## config.mk

```make
export PLATFORM = sky130hd
export DESIGN_NAME = rand_word_cache
export DESIGN_NICKNAME = d
export VERILOG_FILES = /design/src/rtl/rndc_pkg.sv /design/src/rtl/rndc_decode.sv /design/src/rtl/rndc_fetch.sv /design/src/rtl/rndc_store.sv /design/src/rtl/rand_word_cache.sv
export SDC_FILE = /design/constraint.sdc
export NUM_CORES = 1
export LEC_CHECK = 0
export BUFFER_PORTS_ARGS = -buffer_cell sky130_fd_sc_hd__buf_4
export CORE_AREA = 2 2 221 223
export CTS_BUF_LIST = sky130_fd_sc_hd__clkbuf_4 sky130_fd_sc_hd__clkbuf_8 sky130_fd_sc_hd__clkbuf_16
export CTS_CLUSTER_SIZE = 24
export DETAILED_ROUTE_END_ITERATION = 7
export DIE_AREA = 0 0 223 225
export GPL_ROUTABILITY_DRIVEN = 1
export GPL_TIMING_DRIVEN = 0
export PLACE_DENSITY = 0.66
export SLEW_MARGIN = 20
export SYNTH_ARGS = -nofsm -noshare
export SYNTH_HDL_FRONTEND = slang
export SYNTH_SLANG_ARGS = --single-unit
```

## constraint.sdc

```tcl
create_clock -name clk_i -period 2.4 [get_ports clk_i]
set_clock_uncertainty 0.15 [all_clocks]
set_input_delay 0.48 -clock clk_i [delete_from_list [all_inputs] [get_ports clk_i]]
set_output_delay 0.48 -clock clk_i [all_outputs]
set_load 0.01 [all_outputs]
```

## src/rtl/rndc_pkg.sv

```systemverilog
// Shared definitions for the random word cache.
// Assumes: access operations are encoded on two bits by the core.
package rndc_pkg;
    typedef enum logic [1:0] {
        ACC_SWAP = 2'b00,
        ACC_SET  = 2'b01,
        ACC_WIDE = 2'b10,
        ACC_NONE = 2'b11
    } acc_op_e;
endpackage

```

## src/rtl/rndc_decode.sv

```systemverilog
// Access decoder: classifies a core register access as a consuming random
// read, a prefetch write, or neither.
// Assumes: RndIdx and PfIdx differ; acc_op_i follows rndc_pkg::acc_op_e.
module rndc_decode #(
    parameter int              AddrW  = 12,
    parameter logic [AddrW-1:0] RndIdx = 12'hFC0,
    parameter logic [AddrW-1:0] PfIdx  = 12'hFC1
) (
    input  logic             valid_i,
    input  logic [AddrW-1:0] addr_i,
    input  logic [1:0]       op_i,
    input  logic             dest_zero_i,
    output logic             take_o,
    output logic             pf_o
);
    import rndc_pkg::*;

    logic    hit_rnd;
    logic    hit_pf;
    logic    is_write;
    acc_op_e op;

    assign op      = acc_op_e'(op_i);
    assign hit_rnd = valid_i && (addr_i == RndIdx);
    assign hit_pf  = valid_i && (addr_i == PfIdx);

    // Decide whether the access consumes a word and whether it writes.
    always_comb begin
        take_o   = 1'b0;
        is_write = 1'b0;
        unique case (op)
            ACC_SWAP: begin
                take_o   = hit_rnd && !dest_zero_i;
                is_write = 1'b1;
            end
            ACC_SET: begin
                take_o   = hit_rnd;
                is_write = 1'b1;
            end
            ACC_WIDE: begin
                take_o   = hit_rnd;
                is_write = 1'b0;
            end
            default: begin
                take_o   = 1'b0;
                is_write = 1'b0;
            end
        endcase
    end

    assign pf_o = hit_pf && is_write;
endmodule

```

## src/rtl/rndc_fetch.sv

```systemverilog
// Request tracker: keeps one entropy request outstanding from start until
// acknowledge.
// Assumes: start_i is only raised while no request is outstanding.
module rndc_fetch (
    input  logic clk_i,
    input  logic rst_ni,
    input  logic start_i,
    input  logic ack_i,
    output logic req_o,
    output logic fire_o
);
    logic pend_q;

    // Track the outstanding request: set on start, cleared on acknowledge.
    always_ff @(posedge clk_i) begin
        if (!rst_ni) begin
            pend_q <= 1'b0;
        end else if (pend_q && ack_i) begin
            pend_q <= 1'b0;
        end else if (start_i) begin
            pend_q <= 1'b1;
        end
    end

    assign req_o  = pend_q;
    assign fire_o = pend_q && ack_i;

    a_r3_req_hold: assert property (@(posedge clk_i) disable iff (!rst_ni)
        (req_o && !ack_i) |=> req_o);
    a_r3_req_drop: assert property (@(posedge clk_i) disable iff (!rst_ni)
        (req_o && ack_i) |=> !req_o);
    a_r11_single_req: assert property (@(posedge clk_i) disable iff (!rst_ni)
        start_i |-> !req_o);
endmodule

```

## src/rtl/rndc_store.sv

```systemverilog
// Word holder: one entry of WordW bits with a full flag; presents the held
// word, or the incoming word when the holder is empty and a fill arrives.
// Assumes: take_i is only raised when avail_o is high.
module rndc_store #(
    parameter int WordW = 256
) (
    input  logic             clk_i,
    input  logic             rst_ni,
    input  logic             fill_i,
    input  logic [WordW-1:0] data_i,
    input  logic             take_i,
    output logic             full_o,
    output logic             avail_o,
    output logic [WordW-1:0] word_o
);
    logic             full_q;
    logic [WordW-1:0] data_q;

    // Update occupancy and contents: a take empties, a fill without a take loads.
    always_ff @(posedge clk_i) begin
        if (!rst_ni) begin
            full_q <= 1'b0;
            data_q <= '0;
        end else if (take_i) begin
            full_q <= 1'b0;
        end else if (fill_i) begin
            full_q <= 1'b1;
            data_q <= data_i;
        end
    end

    assign full_o  = full_q;
    assign avail_o = full_q || fill_i;
    assign word_o  = full_q ? data_q : data_i;

    a_r4_capture: assert property (@(posedge clk_i) disable iff (!rst_ni)
        (fill_i && !take_i) |=> (full_q && data_q == $past(data_i)));
    a_r5_take_empties: assert property (@(posedge clk_i) disable iff (!rst_ni)
        take_i |=> !full_q);
endmodule

```

## src/rtl/rand_word_cache.sv

```systemverilog
// Single-entry random word cache: serves consuming reads of the random
// register, stalls the core while empty, and fetches from an entropy source
// on demand or on a prefetch write.
// Assumes: the core holds its access stable while acc_stall_o is high; the
// entropy source keeps ent_data_i valid in the cycle it raises ent_ack_i.
module rand_word_cache #(
    parameter int               WordW  = 256,
    parameter int               CsrW   = 32,
    parameter int               AddrW  = 12,
    parameter logic [AddrW-1:0] RndIdx = 12'hFC0,
    parameter logic [AddrW-1:0] PfIdx  = 12'hFC1
) (
    input  logic             clk_i,
    input  logic             rst_ni,
    input  logic             acc_valid_i,
    input  logic [AddrW-1:0] acc_addr_i,
    input  logic [1:0]       acc_op_i,
    input  logic             acc_dest_zero_i,
    output logic             acc_stall_o,
    output logic [CsrW-1:0]  csr_rdata_o,
    output logic [WordW-1:0] rnd_data_o,
    output logic             ent_req_o,
    input  logic             ent_ack_i,
    input  logic [WordW-1:0] ent_data_i
);
    logic             take_req;
    logic             pf;
    logic             take;
    logic             start;
    logic             fire;
    logic             full;
    logic             avail;
    logic [WordW-1:0] word;

    rndc_decode #(
        .AddrW  (AddrW),
        .RndIdx (RndIdx),
        .PfIdx  (PfIdx)
    ) u_decode (
        .valid_i     (acc_valid_i),
        .addr_i      (acc_addr_i),
        .op_i        (acc_op_i),
        .dest_zero_i (acc_dest_zero_i),
        .take_o      (take_req),
        .pf_o        (pf)
    );

    rndc_fetch u_fetch (
        .clk_i   (clk_i),
        .rst_ni  (rst_ni),
        .start_i (start),
        .ack_i   (ent_ack_i),
        .req_o   (ent_req_o),
        .fire_o  (fire)
    );

    rndc_store #(
        .WordW (WordW)
    ) u_store (
        .clk_i   (clk_i),
        .rst_ni  (rst_ni),
        .fill_i  (fire),
        .data_i  (ent_data_i),
        .take_i  (take),
        .full_o  (full),
        .avail_o (avail),
        .word_o  (word)
    );

    // Join decode and occupancy: stall, consume, and request start.
    always_comb begin
        take        = take_req && avail;
        acc_stall_o = take_req && !avail;
        start       = !ent_req_o && !full && (pf || take_req);
    end

    // Drive read data only for a completing consuming read.
    always_comb begin
        rnd_data_o  = take ? word : '0;
        csr_rdata_o = take ? word[CsrW-1:0] : '0;
    end

    a_r11_excl: assert property (@(posedge clk_i) disable iff (!rst_ni)
        !(full && ent_req_o));
    a_r6_stall_has_req: assert property (@(posedge clk_i) disable iff (!rst_ni)
        acc_stall_o |=> ent_req_o);
    a_r7_bypass: assert property (@(posedge clk_i) disable iff (!rst_ni)
        (take_req && !full && ent_req_o && ent_ack_i)
            |-> (!acc_stall_o && rnd_data_o == ent_data_i));
    a_r2_pf_starts: assert property (@(posedge clk_i) disable iff (!rst_ni)
        (pf && !full && !ent_req_o) |=> ent_req_o);
    a_r8_pf_full_ignored: assert property (@(posedge clk_i) disable iff (!rst_ni)
        (pf && full) |=> !ent_req_o);
    a_r9_dz_keeps: assert property (@(posedge clk_i) disable iff (!rst_ni)
        (acc_valid_i && acc_op_i == 2'b00 && acc_dest_zero_i && !ent_req_o)
            |=> (full == $past(full)));
endmodule

```

==> results.json <==
{
  "p_int_mw": 7.83,
  "cp-endpoint": "rnd_data_o[52]",
  "cp_max_fo": 6,
  "core-area_mm2": 0.0475,
  "routed_wl_um": 82400,
  "drv_slew": 0,
  "vdd_drop_max_v": 0.000346,
  "drtAntennaViolNets": 0,
  "violations": "design-rule violations, negative setup slack",
  "rows": 80,
  "report.final.setup_viol": 389,
  "yosysUniqueCellTypes": 26,
  "rr_worst_depth": 7,
  "nFillCells": 4258,
  "synth_area_leaders": "dfxtp_1, a311o_1, mux2i_1",
  "synth_top_area_share_pct": 27.1,
  "drc": 2,
  "critPathMaxStageDelay_ns": 0.33,
  "switchingPower_mw": 2.77,
  "yosysWarnings": 0,
  "met2_length_um": 39600,
  "top_layer": "met5",
  "holdWs_ns": 0.0688,
  "worst_setup_path_start_kind": "input pin",
  "place_congestion": 0.892,
  "rsz0062_at_grt": "true",
  "clk_latency_ns": 0.54,
  "end_kind": "output pin",
  "htreeDepth": 2,
  "instances_no_fill": 3921,
  "root_buffer": "clkbuf_16",
  "worstReg2RegStart": "u_fetch.req_o",
  "antenna_found_initial": 14,
  "grt_pass1_vias": 22600,
  "finalCritPeriodShare_pct": 119,
  "mostFrequentLayoutCell": "buf_4",
  "postCtsHoldBufs": 0,
  "initial_core_util_pct": 40.1,
  "clkSlewWorstSetupHoldPaths_ns": 0.06,
  "synthCells": 2648,
  "max_freq_mhz": 350,
  "area_growth_pct": 46.5,
  "finalNetCount": 3550,
  "drt_first_pass_iters": 8,
  "postLayoutSetupSlackWorst_ns": -0.457,
  "yosysSeqAreaShare_pct": 27.1,
  "cap_violations": 0,
  "fin_util_pct": 58.7,
  "ys_seq_elements": 258,
  "synth-simple-area-share_pct": 30.7,
  "worstSetupPathType": "in -> out",
  "io_buffers": 563,
  "syn_avg_cell_area_um2": 7.19,
  "post-route-min-period_ns": 2.86,
  "wl_met3_um": 6310,
  "grt_start_max_net_pins": 20,
  "critPathLaunch": "acc_addr_i[1]",
  "hp-class": "in -> reg",
  "numPlacedInstances": 3826,
  "syn_area_mm2": 0.0191,
  "cts_tree": "built",
  "met1_length_um": 32600,
  "dieWidth_um": 223,
  "clockBufferDepth": 3,
  "grt_pass1_wl_um": 124000,
  "critPathArrivalTime_ns": 2.23,
  "slew_headroom_pct": 20.5,
  "via_per_inst": 5.92,
  "synth_top_family_by_area": "simple AND/OR/NAND/NOR gates",
  "synth_top_cell_by_area": "dfxtp_1",
  "layout-drive-gt1-share_pct": 31.2,
  "die-area_mm2": 0.0502,
  "status": "finished with violations",
  "synth_nets": 2926,
  "synth_adder_area_share_pct": 0.197,
  "clockPowerShare_pct": 48.5,
  "numCtsBuffers": 34,
  "synth_edf_count": 0,
  "synth-xor-area-share_pct": 0,
  "cpMaxStageDelayCell": "nor3_4",
  "r2r_setup_slack_ns": -0.32,
  "critical_path.most_common_cell": "buf_6",
  "ys.flop_type": "dfxtp_1",
  "wl_per_cell_um": 21.0,
  "cts_sinks": 258,
  "hpwl_um": 58800,
  "synth-compound-area-share_pct": 20.4,
  "tightest_slew_ns": 1.19,
  "die_h_um": 225,
  "grt_usage_pct": 30.6,
  "synthMuxAreaShare_pct": 13.5,
  "p_seq_share_pct": 40.4,
  "via_count": 23200,
  "final_cell_mix": "buf_4, nor2_1, nand2_1, o21ai_0, dfxtp_1",
  "path_cells": "buf_6 > nand4bb_4 > nor3_4 > o211ai_1 > buf_4 > clkbuf_16 > buf_12 > buf_8 > nor2_4 > buf_6",
  "power.leakage_nw": 11.4,
  "pwr-share-comb_pct": 11.1,
  "switching_share_pct": 26.2,
  "drtIter0Drc": 1925,
  "required_ns": 1.77,
  "pwr_density_cell_mw_per_mm2": 380,
  "finalHoldViolCount": 0,
  "overflow": 0,
  "timing.rr.end": "u_store.data_q[123]",
  "pin_count": 565,
  "async_flop_share_pct": 0
}
[cell type report]
type                       count  area, um2  share of cell area, %
multi-input combinational   2069      13500                   48.4
sequential                   258       5170                   18.5
timing repair buffer         593       5150                   18.4
buffer                       312       2150                   7.70
clock buffer                  51       1070                   3.85
tap                          615        769                   2.76
inverter                       4       32.5                  0.117
antenna                       13       32.5                  0.117
clock inverter                 6       30.0                  0.108
[logic make-up after synthesis]
group           after synthesis
buf+inv                     321
mux                         256
flops                       258
compound gates              519
simple gates               1291
fa+ha+maj                     3
[worst max-delay path: cells and delay by family]
family / cells / cell delay [ns]
and+or+nand+nor: 3 / 0.68
buffers and inverters: 6 / 0.88
AOI/OAI and AO/OA: 1 / 0.17
[layer usage]
layer | vias to the layer above | GRT usage [%]
li1 | 10600 | -
met1 | 11200 | 37.2
met2 | 1136 | 52.2
met3 | 238 | 5.70
met4 | 6 | 15.0
met5 | - | 0
[power by group through the flow]
stage	combinational, mW	sequential, mW	clock (mW)
final	1.18	4.28	5.14
after global routing	1.24	4.28	5.38
after CTS	1.14	4.28	5.20
after detailed placement	1.06	4.38	0
after global placement	1.05	4.38	0
after floorplan	0.411	4.38	0
[metrics by stage]
stage | power [mW] | instance area (um2) | setup TNS (ns) | setup slack (ns)
2_1_floorplan | 4.79 | 19500 | -1.00 | -0.0468
5_1_grt | 10.9 | 27900 | -148.18 | -0.537
6_report | 10.6 | 27900 | -125.50 | -0.457
4_1_cts | 10.6 | 27600 | -116.40 | -0.446
3_5_place_dp | 5.43 | 24500 | -374.90 | -1.34
3_3_place_gp | 5.42 | 24500 | -366.61 | -1.30
[registers in the layout, summed over array words and instances, names as in the netlist]
| register | count |
|---|---|
| u_fetch.req_o | 1 |
| u_store.data_q | 256 |
| u_store.full_o | 1 |
[how the worst min path moves through the flow]
stage | from | to | slack, ns | cells past startpoint
finish | ent_ack_i | u_fetch.req_o | 0.07 | 3
global route | ent_ack_i | u_fetch.req_o | 0.09 | 3
CTS | ent_ack_i | u_fetch.req_o | 0.04 | 3
detailed placement | u_fetch.req_o | u_fetch.req_o | 0.36 | 2
global placement | u_fetch.req_o | u_fetch.req_o | 0.35 | 2
floorplan | u_fetch.req_o | u_fetch.req_o | 0.37 | 2
[synthesized netlist by cell type, types with 3 or more instances]
master    count
buf_2       109
mux2i_1     256
o21ai_0     257
inv_1         4
dfxtp_1     258
clkbuf_1    154
buf_1         9
and2_1      257
a311o_1     256
nor2_1      513
buf_6        11
ha_1          3
nand3_1     256
nand2_1     258
buf_4        34
[repair_timing]
item	4_1_cts	5_1_grt
gates cloned	10	5
buffers inserted	13	6
pin swaps	61	26
setup endpoints to repair	389	391
gates resized for setup	457	78
(Power assumes the default switching activity.)
